--- src/rtl/fsp_pkg.sv ---
package fsp_pkg;
  typedef enum logic [1:0] {
    CODE_OK      = 2'd0,
    CODE_DEV_TMO = 2'd1,
    CODE_ABORT   = 2'd2,
    CODE_LIMIT   = 2'd3
  } fsp_code_e;

  typedef enum logic [1:0] {
    V_AGAIN  = 2'd0,
    V_FINISH = 2'd1,
    V_FLAG   = 2'd2
  } fsp_verdict_e;

  localparam int BIT_POL   = 7;
  localparam int BIT_TOG   = 6;
  localparam int BIT_TMO   = 5;
  localparam int BIT_ABORT = 1;
endpackage

--- src/rtl/fsp_poll_counter.sv ---
module fsp_poll_counter #(
  parameter int MAX_POLLS = 1000,
  localparam int CNT_W = $clog2(MAX_POLLS + 2)
) (
  input  logic clk,
  input  logic rst,
  input  logic clr,
  input  logic inc,
  output logic last
);
  logic [CNT_W-1:0] cnt_q;

  always_ff @(posedge clk) begin
    if (rst || clr) cnt_q <= '0;
    else if (inc && cnt_q != CNT_W'(MAX_POLLS)) cnt_q <= cnt_q + 1'b1;
  end

  // the read now being judged is the MAX_POLLS-th one
  assign last = (cnt_q == CNT_W'(MAX_POLLS - 1));
endmodule

--- src/rtl/fsp_judge.sv ---
module fsp_judge
  import fsp_pkg::*;
(
  input  logic [7:0]   sample,
  input  logic         exp_pol,
  input  logic         prev_tog,
  input  logic         have_prev,
  input  logic         confirming,
  input  fsp_code_e    pend_code,
  input  logic         last_poll,
  output fsp_verdict_e verdict,
  output fsp_code_e    code
);
  logic pol_ok, tog_steady;

  assign pol_ok     = (sample[BIT_POL] == exp_pol);
  assign tog_steady = have_prev && (sample[BIT_TOG] == prev_tog);

  always_comb begin
    verdict = V_AGAIN;
    code    = CODE_OK;
    if (confirming) begin
      verdict = V_FINISH;
      code    = (pol_ok || tog_steady) ? CODE_OK : pend_code;
    end else if (pol_ok && tog_steady) begin
      verdict = V_FINISH;
    end else if (sample[BIT_ABORT]) begin
      verdict = V_FLAG;
      code    = CODE_ABORT;
    end else if (sample[BIT_TMO]) begin
      verdict = V_FLAG;
      code    = CODE_DEV_TMO;
    end else if (last_poll) begin
      verdict = V_FINISH;
      code    = CODE_LIMIT;
    end
  end
endmodule

--- src/rtl/flash_status_poller.sv ---
module flash_status_poller
  import fsp_pkg::*;
#(
  parameter int ADDR_W    = 24,
  parameter int MAX_POLLS = 1000
) (
  input  logic              clk,
  input  logic              rst,
  input  logic              start,
  input  logic [ADDR_W-1:0] start_addr,
  input  logic [7:0]        expect_data,
  output logic              rd_req,
  output logic [ADDR_W-1:0] rd_addr,
  input  logic              rd_valid,
  input  logic [7:0]        rd_data,
  output logic              busy,
  output logic              done,
  output logic [1:0]        status
);
  logic              busy_q, req_q, done_q;
  logic [ADDR_W-1:0] addr_q;
  logic              exp_pol_q, prev_tog_q, have_prev_q, confirm_q;
  fsp_code_e         pend_q, status_q;
  logic              accept, launch, last_poll;
  fsp_verdict_e      verdict;
  fsp_code_e         code;

  assign launch = !busy_q && start;
  assign accept = busy_q && !req_q && rd_valid;

  fsp_poll_counter #(.MAX_POLLS(MAX_POLLS)) u_cnt (
    .clk (clk),
    .rst (rst),
    .clr (launch),
    .inc (accept),
    .last(last_poll)
  );

  fsp_judge u_judge (
    .sample    (rd_data),
    .exp_pol   (exp_pol_q),
    .prev_tog  (prev_tog_q),
    .have_prev (have_prev_q),
    .confirming(confirm_q),
    .pend_code (pend_q),
    .last_poll (last_poll),
    .verdict   (verdict),
    .code      (code)
  );

  always_ff @(posedge clk) begin
    if (rst) begin
      busy_q      <= 1'b0;
      req_q       <= 1'b0;
      done_q      <= 1'b0;
      addr_q      <= '0;
      exp_pol_q   <= 1'b0;
      prev_tog_q  <= 1'b0;
      have_prev_q <= 1'b0;
      confirm_q   <= 1'b0;
      pend_q      <= CODE_OK;
      status_q    <= CODE_OK;
    end else begin
      done_q <= 1'b0;
      req_q  <= 1'b0;
      if (launch) begin
        busy_q      <= 1'b1;
        req_q       <= 1'b1;
        addr_q      <= start_addr;
        exp_pol_q   <= expect_data[BIT_POL];
        have_prev_q <= 1'b0;
        confirm_q   <= 1'b0;
        status_q    <= CODE_OK;
      end else if (accept) begin
        prev_tog_q  <= rd_data[BIT_TOG];
        have_prev_q <= 1'b1;
        case (verdict)
          V_FINISH: begin
            busy_q   <= 1'b0;
            done_q   <= 1'b1;
            status_q <= code;
          end
          V_FLAG: begin
            confirm_q <= 1'b1;
            pend_q    <= code;
            req_q     <= 1'b1;
          end
          default: req_q <= 1'b1;
        endcase
      end
    end
  end

  assign rd_req  = req_q;
  assign rd_addr = addr_q;
  assign busy    = busy_q;
  assign done    = done_q;
  assign status  = status_q;
endmodule

--- config.mk ---
export PLATFORM = sky130hd
export DESIGN_NAME = flash_status_poller
export DESIGN_NICKNAME = d
export VERILOG_FILES = /design/src/rtl/fsp_pkg.sv /design/src/rtl/fsp_poll_counter.sv /design/src/rtl/fsp_judge.sv /design/src/rtl/flash_status_poller.sv
export SDC_FILE = /design/constraint.sdc
export NUM_CORES = 1
export LEC_CHECK = 0
export ABC_AREA = 1
export CAP_MARGIN = 10
export CORE_ASPECT_RATIO = 0.8
export CORE_MARGIN = 4
export CORE_UTILIZATION = 40
export CTS_BUF_LIST = sky130_fd_sc_hd__clkbuf_8
export DETAILED_ROUTE_END_ITERATION = 7
export PLACE_DENSITY = 0.8
export SLEW_MARGIN = 20
export SYNTH_ARGS = -nofsm -noshare
export SYNTH_HDL_FRONTEND = slang
export SYNTH_SLANG_ARGS = --single-unit
--- constraint.sdc ---
create_clock -name clk -period 1.5 [get_ports clk]
set_clock_uncertainty 0.15 [all_clocks]
set_input_delay 0.3 -clock clk [delete_from_list [all_inputs] [get_ports clk]]
set_output_delay 0.3 -clock clk [all_outputs]
set_load 0.01 [all_outputs]
Word-level counts from Yosys, hierarchy flattened
Index checks and enable logic that the tools add are counted.
- add/subtract/negate cells: 1
- multipliers: 0
- divide/modulo/power cells: 0
- magnitude comparators: 0
- equal/unequal tests: 6
- shift-type cells: 0
- mux-type cells: 18
- bitwise logic cells: 2
- reduce and logical (&&, ||, !) cells: 19
- operators with widths (operator ; count):
    $mux 2 ; 10
    $add 10x1->10 const B ; 1
    $eq 10x10->1 const B ; 1
    $ne 10x10->1 const B ; 1
    $mux 1 ; 8
    $reduce_and 2->1 ; 4
    $logic_and 1x1->1 ; 6
    $reduce_bool 2->1 ; 2
    $reduce_and 3->1 ; 1
    $reduce_or 3->1 ; 1
    $eq 1x1->1 ; 2
    $eq 2x1->1 const B ; 1
    $eq 2x2->1 const B ; 1
    $logic_not 1->1 ; 2
    $logic_or 1x1->1 ; 2
    $not 1->1 ; 2
    $reduce_or 2->1 ; 1
- flip-flop bits (word level): 45
- latch bits: 0
- bits in writable memories: 0
- ROM bits: 0
- input port bits: 44
- output and inout port bits: 29
- word-level logic and storage cells: 57
- memories: 0

Longest topological paths before layout
Gate-level depths: netlist of run 1.
- depth after elaboration: 10
- depth in mapped cells: 10
- mapped depth without buffers: 10

Modules after synthesis
Synthesis of run 1 repeated with hierarchy kept, for this count alone.
- cell total of the unflattened synthesis: 276
- area, all modules: 1969.4 um2
- modules (own cells, without submodules) (module ; instances ; cells an instance ; area each (um2) ; seq. area each (um2)):
    flash_status_poller ; 1 ; 158 ; 1268.7 ; 700.7
    fsp_poll_counter ; 1 ; 86 ; 560.5 ; 200.2
    fsp_judge ; 1 ; 32 ; 140.1 ; 0.0

Worst setup path after synthesis of run 1
No wires, ideal clock.
- path type: reg2reg
- start point: register u_cnt.cnt_q[0]
- end point: register status_q[0], in the netlist status[0]
- library setup time: 0.113 ns
- arrival time: 1.178 ns
- required time: 1.237 ns
- path slack: 0.059 ns
- stages on the path, launching flop included: 9
- period minus slack after synthesis: 1.441 ns
- cells stage by stage: dfxtp_1 > ha_1 > nand3_1 > nor2_1 > nand4_1 > nand2_1 > nand2_2 > nor2_1 > nor2_1
- cells in the longest elaborated chain, start to end: 8
- ends and longest elaborated chain (item ; line ; text):
    from (decl) ; fsp_poll_counter.sv:11 ; logic [CNT_W-1:0] cnt_q;
    from (signal assigned) ; fsp_poll_counter.sv:15 ; else if (inc && cnt_q != CNT_W'(MAX_POLLS)) cnt_q <= cnt_q + 1'b1;
    $eq 10x10->1 * ; fsp_poll_counter.sv:19 ; assign last = (cnt_q == CNT_W'(MAX_POLLS - 1));
    $mux 1 ; fsp_judge.sv:33 ; end else if (last_poll) begin
    $mux 2 ; fsp_judge.sv:30 ; end else if (sample[BIT_TMO]) begin
    $mux 2 ; fsp_judge.sv:27 ; end else if (sample[BIT_ABORT]) begin
    $mux 2 ; fsp_judge.sv:25 ; end else if (pol_ok && tog_steady) begin
    $mux 2 ; fsp_judge.sv:22 ; if (confirming) begin
    $eq 2x1->1 ; flash_status_poller.sv:77 ; case (verdict)
    $reduce_and 2->1 (no line) ; - ;
    to (signal assigned) ; flash_status_poller.sv:81 ; status_q <= code;
    to (decl) ; flash_status_poller.sv:23 ; fsp_code_e pend_q, status_q;
Every way passes the cells marked *; elsewhere a longest branch is shown, timed or not.
A chain may end at the register's enable or synchronous reset.

Worst setup path in the final report of run 1
- start point: register u_cnt.cnt_q[1]
- end point: register status_q[0], in the netlist status[0]
Same word-level chain as after synthesis.

==> results of run 1 <==
==> critical path, delay by kind of cell (launching register included) <==
| kind | cells | cell delay (ns) |
|---|---|---|
| simple gates | 8 | 0.76 |
| flops | 1 | 0.36 |
| fa+ha+maj | 1 | 0.15 |
==> where the power goes <==
group	internal, mW	leakage (nW)	switching, mW	total (mW)
Clock	0.542	0.0574	0.424	0.966
Combinational	0.230	0.876	0.226	0.456
Sequential	1.26	0.372	0.0350	1.30
==> stage by stage <==
step | power (mW) | area, um2 | util (%) | TNS (ns)
detailed placement | 1.800 | 2689 | 61.65 | -6.056
global placement | 1.792 | 2689 | 61.65 | -5.060
finish | 2.721 | 2929 | 67.15 | 0
CTS | 2.713 | 2783 | 63.80 | -0.01392
floorplan | 1.521 | 1877 | - | 0
global route | 2.842 | 2929 | 67.15 | -0.2274
==> state kept, by name, summed over array words and instances, names as in the netlist, 2 cells and up <==
| signal | cells |
|---|---|
| status | 2 |
| pend_q | 2 |
| rd_addr | 24 |
| u_cnt.cnt_q | 10 |
==> kinds of logic after synthesis <==
kind of cell | count (synthesis) | share of synthesized area [%]
buffers and inverters | 33 | 6.733
AO/OA/AOI/OAI | 45 | 12.00
flip-flops | 45 | 48.00
adder cells (fa/ha/maj) | 2 | 1.333
XOR/XNOR | 1 | 0.4668
AND/OR/NAND/NOR | 135 | 31.47
==> routing by layer <==
metal  vias up  wire length, um  global-route usage [%]
met1       883             2301                   22.00
met5         -                0                       0
met4         0               90                   7.206
met2        63             2470                   26.41
met3         7              312                   4.157
li1        981                -                       -
==> how the worst min path moves through the flow <==
stage	startpoint	endpoint
after floorplan	rst	busy$_SDFFE_PP0P_
after global placement	prev_tog_q$_SDFFE_PP0P_	prev_tog_q$_SDFFE_PP0P_
after detailed placement	u_cnt.cnt_q[9]$_SDFFE_PP0P_	u_cnt.cnt_q[9]$_SDFFE_PP0P_
after CTS	u_cnt.cnt_q[9]$_SDFFE_PP0P_	u_cnt.cnt_q[9]$_SDFFE_PP0P_
after global routing	rd_data[6]	prev_tog_q$_SDFFE_PP0P_
final	rd_data[6]	prev_tog_q$_SDFFE_PP0P_
==> synth_stat cells <==
cell type,number
xnor2_1,1
inv_1,22
dfxtp_1,45
buf_2,2
nand2_4,1
nand2_1,42
nand3_2,1
nand3b_1,1
nor2_1,72
inv_2,4
o21ai_0,31
clkinv_1,1
ha_1,2
nand3_1,7
a21oi_1,14
nand4_1,2
clkbuf_1,4
nor2_4,6
nand2_2,2
or2_0,1
==> area by class of cell <==
type / instances / area (um2) / area share [%]
multi-input cells: 183 / 959.7 / 32.76
clock inverters: 2 / 37.54 / 1.282
repair buffers: 83 / 760.7 / 25.97
inverters: 27 / 110.1 / 3.759
flip-flops and latches: 45 / 907.1 / 30.97
well taps: 57 / 71.32 / 2.435
clock buffers: 6 / 82.58 / 2.819
==> what timing repair did <==
action / 4_1_cts / 5_1_grt
pin swaps: 0 / 11
resized for setup: 34 / 36
setup buffers: 0 / 3
hold buffers: 0 / 0
setup endpoints to repair: 37 / 15
==> reports/metrics.yaml, run 1 <==
status: "completed"
min_path_type: "in2reg"
first_global_vias: 1737
yosys.area.top_type: "dfxtp_1"
critical_path_required_ns: 1.59
cts.sinks: 45
grt-ovfl-total: 0
max-clock-path-buffers: 2
synth_nets: 307
final_net_count: 391
wl_mm: 5.174
timing.hold.ws_ns: 0.2100
power.density_nw_per_um2: 929.1
drt_first_pass_iters: 4
numCtsBuffers: 5
finalWorstSetupSlack_ns: 0.01331
startpoint_type: "flop"
vias_per_cell: 4.799
area_delta_synth_final_pct: 56.07
layout_common_cells: "nor2_1 (66), dfxtp_1 (40), nand2_1 (39)"
cp_cell_sequence: "ha_4 > nand3_2 > nor2_4 > nand4_1 > nand2_2 > nand2_4 > nand2_2 > nand2_1 > nor2_1"
initial_core_util_pct: 43.03
finalHoldViolCount: 0
r2r_end: "status[0]$_SDFFE_PP0P_"
rsz0062_at_grt: "true"
gp_congestion: 0.8293
tightestPinTransition_ns: 0.2705
endpoint: "status[0]$_SDFFE_PP0P_"
layout_commonest_cell: "nor2_1"
crit_fanout: 6
ios: 73
worstHoldPathCells: 3
report.final.setup_viol: 0
dr.first_iter.drc_count: 98
fmax_mhz: 672.6
wl_per_cell_um: 12.84
r2r-start: "u_cnt.cnt_q[1]$_SDFFE_PP0P_"
grt_usage_pct: 16.87
clkLatencyLatePin_ns: 0.30
cts_tree: "done"
die_x_um: 84.59
yosysWarnings: 0
peakVddDrop_mv: 0.5769
root_buffer: "clkbuf_8"
synth-seq-cells: 45
row_count: 21
ys_types: 20
min_period_over_period_pct: 99.11
place_ws_ns: -0.3287
reg2reg_slack_ns: 0.01
clk_pin_slew_ns: 0.08
cpMaxStageDelayCell: "dfxtp_2"
cpPeakStageDelay_ns: 0.36
core-area_um2: 4362
fin_cells: 403
yosysTopAreaCellShare_pct: 48.00
syn_avg_cell_area_um2: 7.191
die_y_um: 69.27
syn_inst: 261
final_max_slew_viol_count: 0
ff2ff_path_depth: 9
fillers: 393
endpoint_kind: "flop"
yosysSeqAreaShare_pct: 48.00
worst-setup-path-type: "reg2reg"
power.leakage_nw: 1.305
grt_max_degree: 28
worstPathArrival_ns: 1.58
crit_top_cell: "nand2_2"
period_minus_slack_ns: 1.487
drc_errors: 0
htreeDepth: 2
die_area_um2: 5859
vias: 1934
antennaDiodeCount: 0
maxSlewHeadroom_pct: 81.97
drive_above_1_share_pct: 20.81
dp_cells: 392
ant_nets: 0
grt_pass1_wl_mm: 8.073
dp_hpwl_mm: 3.715
io_buffer_count: 61
synth.area.top_cells: "dfxtp_1 (48%), nor2_1 (14%), nand2_1 (8.4%)"
cap_violations: 0
synthesis.area_um2: 1877
critPathLaunch: "u_cnt.cnt_q[1]$_SDFFE_PP0P_"
antenna_found_initial: 0
Power figures use the tool's default switching activity.
==> inputs of run 2 (changes only) <==
Settings changed: CORE_UTILIZATION 40 to 58, DONT_BUFFER_PORTS set to 1, PLACE_DENSITY 0.8 to 0.79, SKIP_CTS_REPAIR_TIMING set to 1.
==> reports/metrics.yaml, run 2 (synthesis gave the netlist of run 1 again) <==
grt_max_degree: 28  # unchanged
wl_per_cell_um: 13.09  # +2.0%
startpoint_type: "flop"
cp_cell_sequence: "ha_4 > buf_4 > nand2_1 > nor2_2 > nand2_1 > xnor2_1 > nand2_1 > a21oi_1"
p_switching_mw: 0.6209  # -9.4%
die_y_um: 58.88  # -15%
grt_usage_pct: 18.68  # +1.8 points
critical_path_required_ns: 1.57  # -0.02 ns
peakVddDrop_mv: 0.6675  # +16%
endpoint_kind: "flop"
violations: "negative setup slack"
largest_register_ffs: 24  # unchanged
gp_congestion: 0.8046  # -3.0%
reg2reg_slack_ns: -0.002  # -0.02 ns
row_count: 18  # -14%
r2r-start: "u_cnt.cnt_q[0]$_SDFFE_PP0P_"
crit_family: "flip-flops"
comb_power_share_pct: 10.5  # -6.3 points
finalHoldViolCount: 0  # unchanged
min_period_over_period_pct: 100.1  # +1.0 points
wl_mm: 4.176  # -19%
antennaDiodeCount: 0  # unchanged
layout_commonest_cell: "nor2_1"
report.final.setup_viol: 1  # +1
tightestPinTransition_ns: 0.2946  # +0.02416 ns
crit_fanout: 3  # -3
dp_hpwl_mm: 2.889  # -22%
min_to: "rd_addr[2]$_SDFFE_PP0P_"
final_max_slew_viol_count: 0  # unchanged
core-area_um2: 3085  # -29%
worstHoldPathCells: 2  # -1
min_path_type: "in2reg"
numCtsBuffers: 5  # unchanged
area_delta_synth_final_pct: 17.40
cap_violations: 0  # unchanged
hold_start: "start_addr[2]"
fmax_mhz: 665.9  # -1.0%
vias_per_cell: 5.116  # +6.6%
worstPathArrival_ns: 1.57  # about the same
r2r_end: "u_cnt.cnt_q[6]$_SDFFE_PP0P_"
antenna_found_initial: 0  # unchanged
root_buffer: "clkbuf_8"
finalWorstSetupSlack_ns: -0.001784  # -0.01510 ns
initial_core_util_pct: 60.83  # +18 points
cpMaxStageDelayCell: "dfxtp_2"
final_net_count: 324  # -17%
die_x_um: 71.60  # -15%
clk_pin_slew_ns: 0.08  # about the same
drt_first_pass_iters: 4  # unchanged
power.density_nw_per_um2: 1043  # +12%
worst-setup-path-type: "reg2reg"
io_buffer_count: 0  # -100%
htreeDepth: 2  # unchanged
status: "complete, but fails checks"
p_int_mw: 1.678  # -18%
seqPwrFrac_pct: 58.1  # +10 points
die_area_um2: 4216  # -28%
cts.sinks: 45  # unchanged
grt_pass1_wl_mm: 6.078  # -25%
ant_nets: 0  # unchanged
crit_top_cell: "nand2_1"
drive_above_1_share_pct: 21.15  # +0.34 points
cpPeakStageDelay_ns: 0.37  # about the same
vias: 1632  # -16%
layout_common_cells: "nor2_1 (69), dfxtp_1 (40), nand2_1 (38)"
period_minus_slack_ns: 1.502  # +0.01510 ns
switching_share_pct: 27.01  # +1.8 points
max-clock-path-buffers: 2  # unchanged
power.leakage_nw: 0.9118  # -30%
fin_cells: 319  # -21%
maxSlewHeadroom_pct: 80.24  # -1.7 points
clkLatencyLatePin_ns: 0.29  # about the same
grt-ovfl-total: 0  # unchanged
dr.first_iter.drc_count: 44  # -55%
ff2ff_path_depth: 8  # -1
ios: 73  # unchanged
cts_tree: "done"
dp_cells: 307  # -22%
fillers: 253  # -36%
rsz0062_at_grt: "true"
p_clk_share_pct: 31.5  # -4.0 points
crit_buf_inv: 1  # +1
drc_errors: 0  # unchanged
power_mw: 2.299  # -16%
first_global_vias: 1354  # -22%
-- run 2: power groups by stage --
stage          logic, mW  registers, mW  clock network [mW]
6_report           0.241           1.33               0.723
5_1_grt            0.278           1.34               0.800
4_1_cts            0.227           1.33               0.743
3_5_place_dp       0.227           1.36                   0
3_3_place_gp       0.220           1.36                   0
2_1_floorplan      0.166           1.36                   0
-- run 2: worst max path at each step --
| stage | cells after the start | from | end | slack, ns |
|---|---|---|---|---|
| 6_report | 8 | u_cnt.cnt_q[0]$_SDFFE_PP0P_ | u_cnt.cnt_q[6]$_SDFFE_PP0P_ | -0.002 |
| 5_1_grt | 8 | u_cnt.cnt_q[0]$_SDFFE_PP0P_ | u_cnt.cnt_q[6]$_SDFFE_PP0P_ | -0.12 |
| 3_5_place_dp | 8 | u_cnt.cnt_q[0]$_SDFFE_PP0P_ | status[1]$_SDFFE_PP0P_ | -0.003 |
| 4_1_cts | 8 | u_cnt.cnt_q[0]$_SDFFE_PP0P_ | status[1]$_SDFFE_PP0P_ | -0.02 |
| 2_1_floorplan | 8 | u_cnt.cnt_q[0]$_SDFFE_PP0P_ | status[0]$_SDFFE_PP0P_ | 0.06 |
| 3_3_place_gp | 8 | u_cnt.cnt_q[1]$_SDFFE_PP0P_ | status[1]$_SDFFE_PP0P_ | 0.03 |
-- run 2: metal layers --
| layer | vias to the layer above | track usage, % | routed length, um |
|---|---|---|---|
| met5 | - | 0 | 0 |
| met4 | 0 | 7.775 | 66 |
| met3 | 5 | 8.191 | 357 |
| met2 | 52 | 27.62 | 1923 |
| met1 | 723 | 23.86 | 1827 |
| li1 | 852 | - | - |
-- run 2: area by class of cell --
class	instances	area (um2)	area share (%)
tap	40	50.05	2.271
clock buffer	5	68.82	3.123
inverter	27	105.1	4.770
timing repair buffer	16	138.9	6.303
clock inverter	3	17.52	0.7950
multi-input combinational	183	915.9	41.57
sequential	45	907.1	41.17
-- run 2: worst reg2reg max path: stages (launching register included) --
cell and delay (ns):
dfxtp_2 0.37, ha_4 0.16, buf_4 0.10, nand2_1 0.07
nor2_2 0.13, nand2_1 0.08, xnor2_1 0.14, nand2_1 0.08
a21oi_1 0.14
-- run 2: metrics by stage --
| stage | TNS, ns | cell area (um2) | setup WS [ns] | hold slack (ns) | util (%) |
|---|---|---|---|---|---|
| floorplan | 0 | 1877 | 0.05884 | 0.2191 | - |
| global placement | 0 | 2004 | 0.03314 | 0.2209 | 64.96 |
| detailed placement | -0.003489 | 2004 | -0.003489 | 0.2249 | 64.96 |
| CTS | -0.02692 | 2091 | -0.01634 | -0.09332 | 67.76 |
| global route | -0.4044 | 2203 | -0.1239 | 0.01549 | 71.41 |
| finish | -0.001784 | 2203 | -0.001784 | 0.02127 | 71.41 |
==> inputs of run 3 (changes only) <==
Settings changed: CORE_UTILIZATION 58 to 60.
Clock period 1.5 ns to 1.7 ns, I/O delays scaled along.
==> reports/metrics.yaml, run 3 (synthesis gave the netlist of run 1 again) <==
status: "completed"
layout_commonest_cell: "nor2_1"
area_delta_synth_final_pct: 8.667
io_buffer_count: 0  # unchanged
report.final.setup_viol: 0  # -1
drt_first_pass_iters: 4  # unchanged
cts_tree: "done"
tightestPinTransition_ns: 0.2850  # -0.009629 ns
grt_max_degree: 28  # unchanged
first_global_vias: 1492  # +10%
ios: 73  # unchanged
fmax_mhz: 644.8  # -3.2%
grt_pass1_wl_mm: 6.368  # +4.8%
rsz0062_at_grt: "false"
wl_per_cell_um: 12.21  # -6.7%
peakVddDrop_mv: 0.7466  # +12%
min_path_type: "in2reg"
drc_errors: 0  # unchanged
finalWorstSetupSlack_ns: 0.1492  # +0.1510 ns
cpPeakStageDelay_ns: 0.38  # about the same
cts.sinks: 45  # unchanged
initial_core_util_pct: 65.36  # +4.5 points
antenna_found_initial: 0  # unchanged
grt_usage_pct: 19.52  # +0.84 points
power.leakage_nw: 0.8586  # -5.8%
worstPathArrival_ns: 1.60  # +0.03 ns
root_buffer: "clkbuf_8"
vias_per_cell: 5.159  # +0.84%
numCtsBuffers: 5  # unchanged
clkLatencyLatePin_ns: 0.29  # about the same
startpoint_type: "flop"
period_minus_slack_ns: 1.551  # +0.04904 ns
placed_area_um2: 1944  # -3.0%
finalInstanceArea_um2: 2039  # -7.4%
place_ws_ns: 0.1153  # +0.1188 ns
reg2reg_slack_ns: 0.15  # +0.15 ns
fin_cells: 308  # -3.4%
finalHoldViolCount: 0  # unchanged
die_y_um: 58.03  # -1.5%
row_count: 17  # -1
wl_mm: 3.762  # -9.9%
min_period_over_period_pct: 91.23  # -8.9 points
cap_violations: 0  # unchanged
htreeDepth: 2  # unchanged
final_net_count: 315  # -2.8%
ant_nets: 0  # unchanged
maxSlewHeadroom_pct: 80.88  # +0.65 points
die_x_um: 70.53  # -1.5%
cp_cell_sequence: "ha_1 > nand3_1 > nor2_2 > nand4_1 > nand2_1 > nand2_2 > nor2_1 > nor2_1"
layout_common_cells: "nor2_1 (71), dfxtp_1 (45), nand2_1 (42)"
die_area_um2: 4093  # -2.9%
drive_above_1_share_pct: 10.37  # -11 points
gp_congestion: 0.8667  # +7.7%
dp_hpwl_mm: 2.781  # -3.7%
power.density_nw_per_um2: 974.6  # -6.6%
crit_fanout: 6  # +3
crit_top_cell: "nor2_1"
antennaDiodeCount: 0  # unchanged
cpMaxStageDelayCell: "dfxtp_1"
dr.first_iter.drc_count: 69  # +57%
grt-ovfl-total: 0  # unchanged
final_max_slew_viol_count: 0  # unchanged
critical_path_required_ns: 1.75  # +0.18 ns
max-clock-path-buffers: 2  # unchanged
fin_tns_setup_ns: 0  # +0.001784 ns
clk_pin_slew_ns: 0.08  # about the same
largest_register_ffs: 24  # unchanged
dp_cells: 299  # -2.6%
vias: 1589  # -2.6%
endpoint_kind: "flop"
core-area_um2: 2872  # -6.9%
worst-setup-path-type: "reg2reg"
## run 3: changes by cell type in the layout (fill, tap and decap cells not counted), sizes merged
| cell | before | now |
|---|---|---|
| inv | 25 | 27 |
| buf | 15 | 6 |
| clkinvlp | 2 | 0 |
## run 3: cell type report
class                           instances  area (um2)
Fill cell                             251       832.0
Tap cell                               38       47.55
Clock inverter                          3       13.76
Clock buffer                            5       68.82
Timing Repair Buffer                    7       55.05
Sequential cell                        45       900.9
Inverter                               27       101.3
Multi-Input combinational cell        183       852.1
## run 3: path summary, 6_finish.rpt
| kind | depth (start not counted) | endpoint | from |
|---|---|---|---|
| setup / recovery | 8 | status[1]$_SDFFE_PP0P_ | u_cnt.cnt_q[1]$_SDFFE_PP0P_ |
| hold / removal | 2 | rd_addr[2]$_SDFFE_PP0P_ | start_addr[2] |
| setup reg to reg | 8 | status[1]$_SDFFE_PP0P_ | u_cnt.cnt_q[1]$_SDFFE_PP0P_ |
| hold reg to reg | 2 | u_cnt.cnt_q[9]$_SDFFE_PP0P_ | u_cnt.cnt_q[9]$_SDFFE_PP0P_ |
## run 3: worst max-delay path, delay by kind of cell (launching register included)
kind / cells / cell delay (ns)
simple gates: 7 / 0.72
flops: 1 / 0.38
fa+ha+maj: 1 / 0.21
## run 3: power by group
part | switching, mW | total [mW] | internal (mW) | leakage (nW)
logic | 0.122 | 0.191 | 0.0694 | 0.440
clock network | 0.338 | 0.617 | 0.279 | 0.0491
registers | 0.0645 | 1.18 | 1.12 | 0.369
total | 0.524 | 1.99 | 1.46 | 0.859
## run 3: through the flow
step	power [mW]	hold WS, ns	util [%]
after floorplan	1.342	0.2591	-
after global placement	1.388	0.2611	67.71
after detailed placement	1.397	0.2626	67.71
after CTS	2.002	-0.05479	70.59
after global routing	2.089	0.05744	71.02
final	1.988	0.05873	71.02
## run 3: layer usage
metal / vias to the layer above / part of all wire [%] / global-route usage, %
met4: 0 / 1.6 / 8.043
met5: - / 0 / 0
met1: 696 / 44 / 22.36
met2: 57 / 45 / 32.80
met3: 6 / 9.5 / 7.799
li1: 830 / - / -
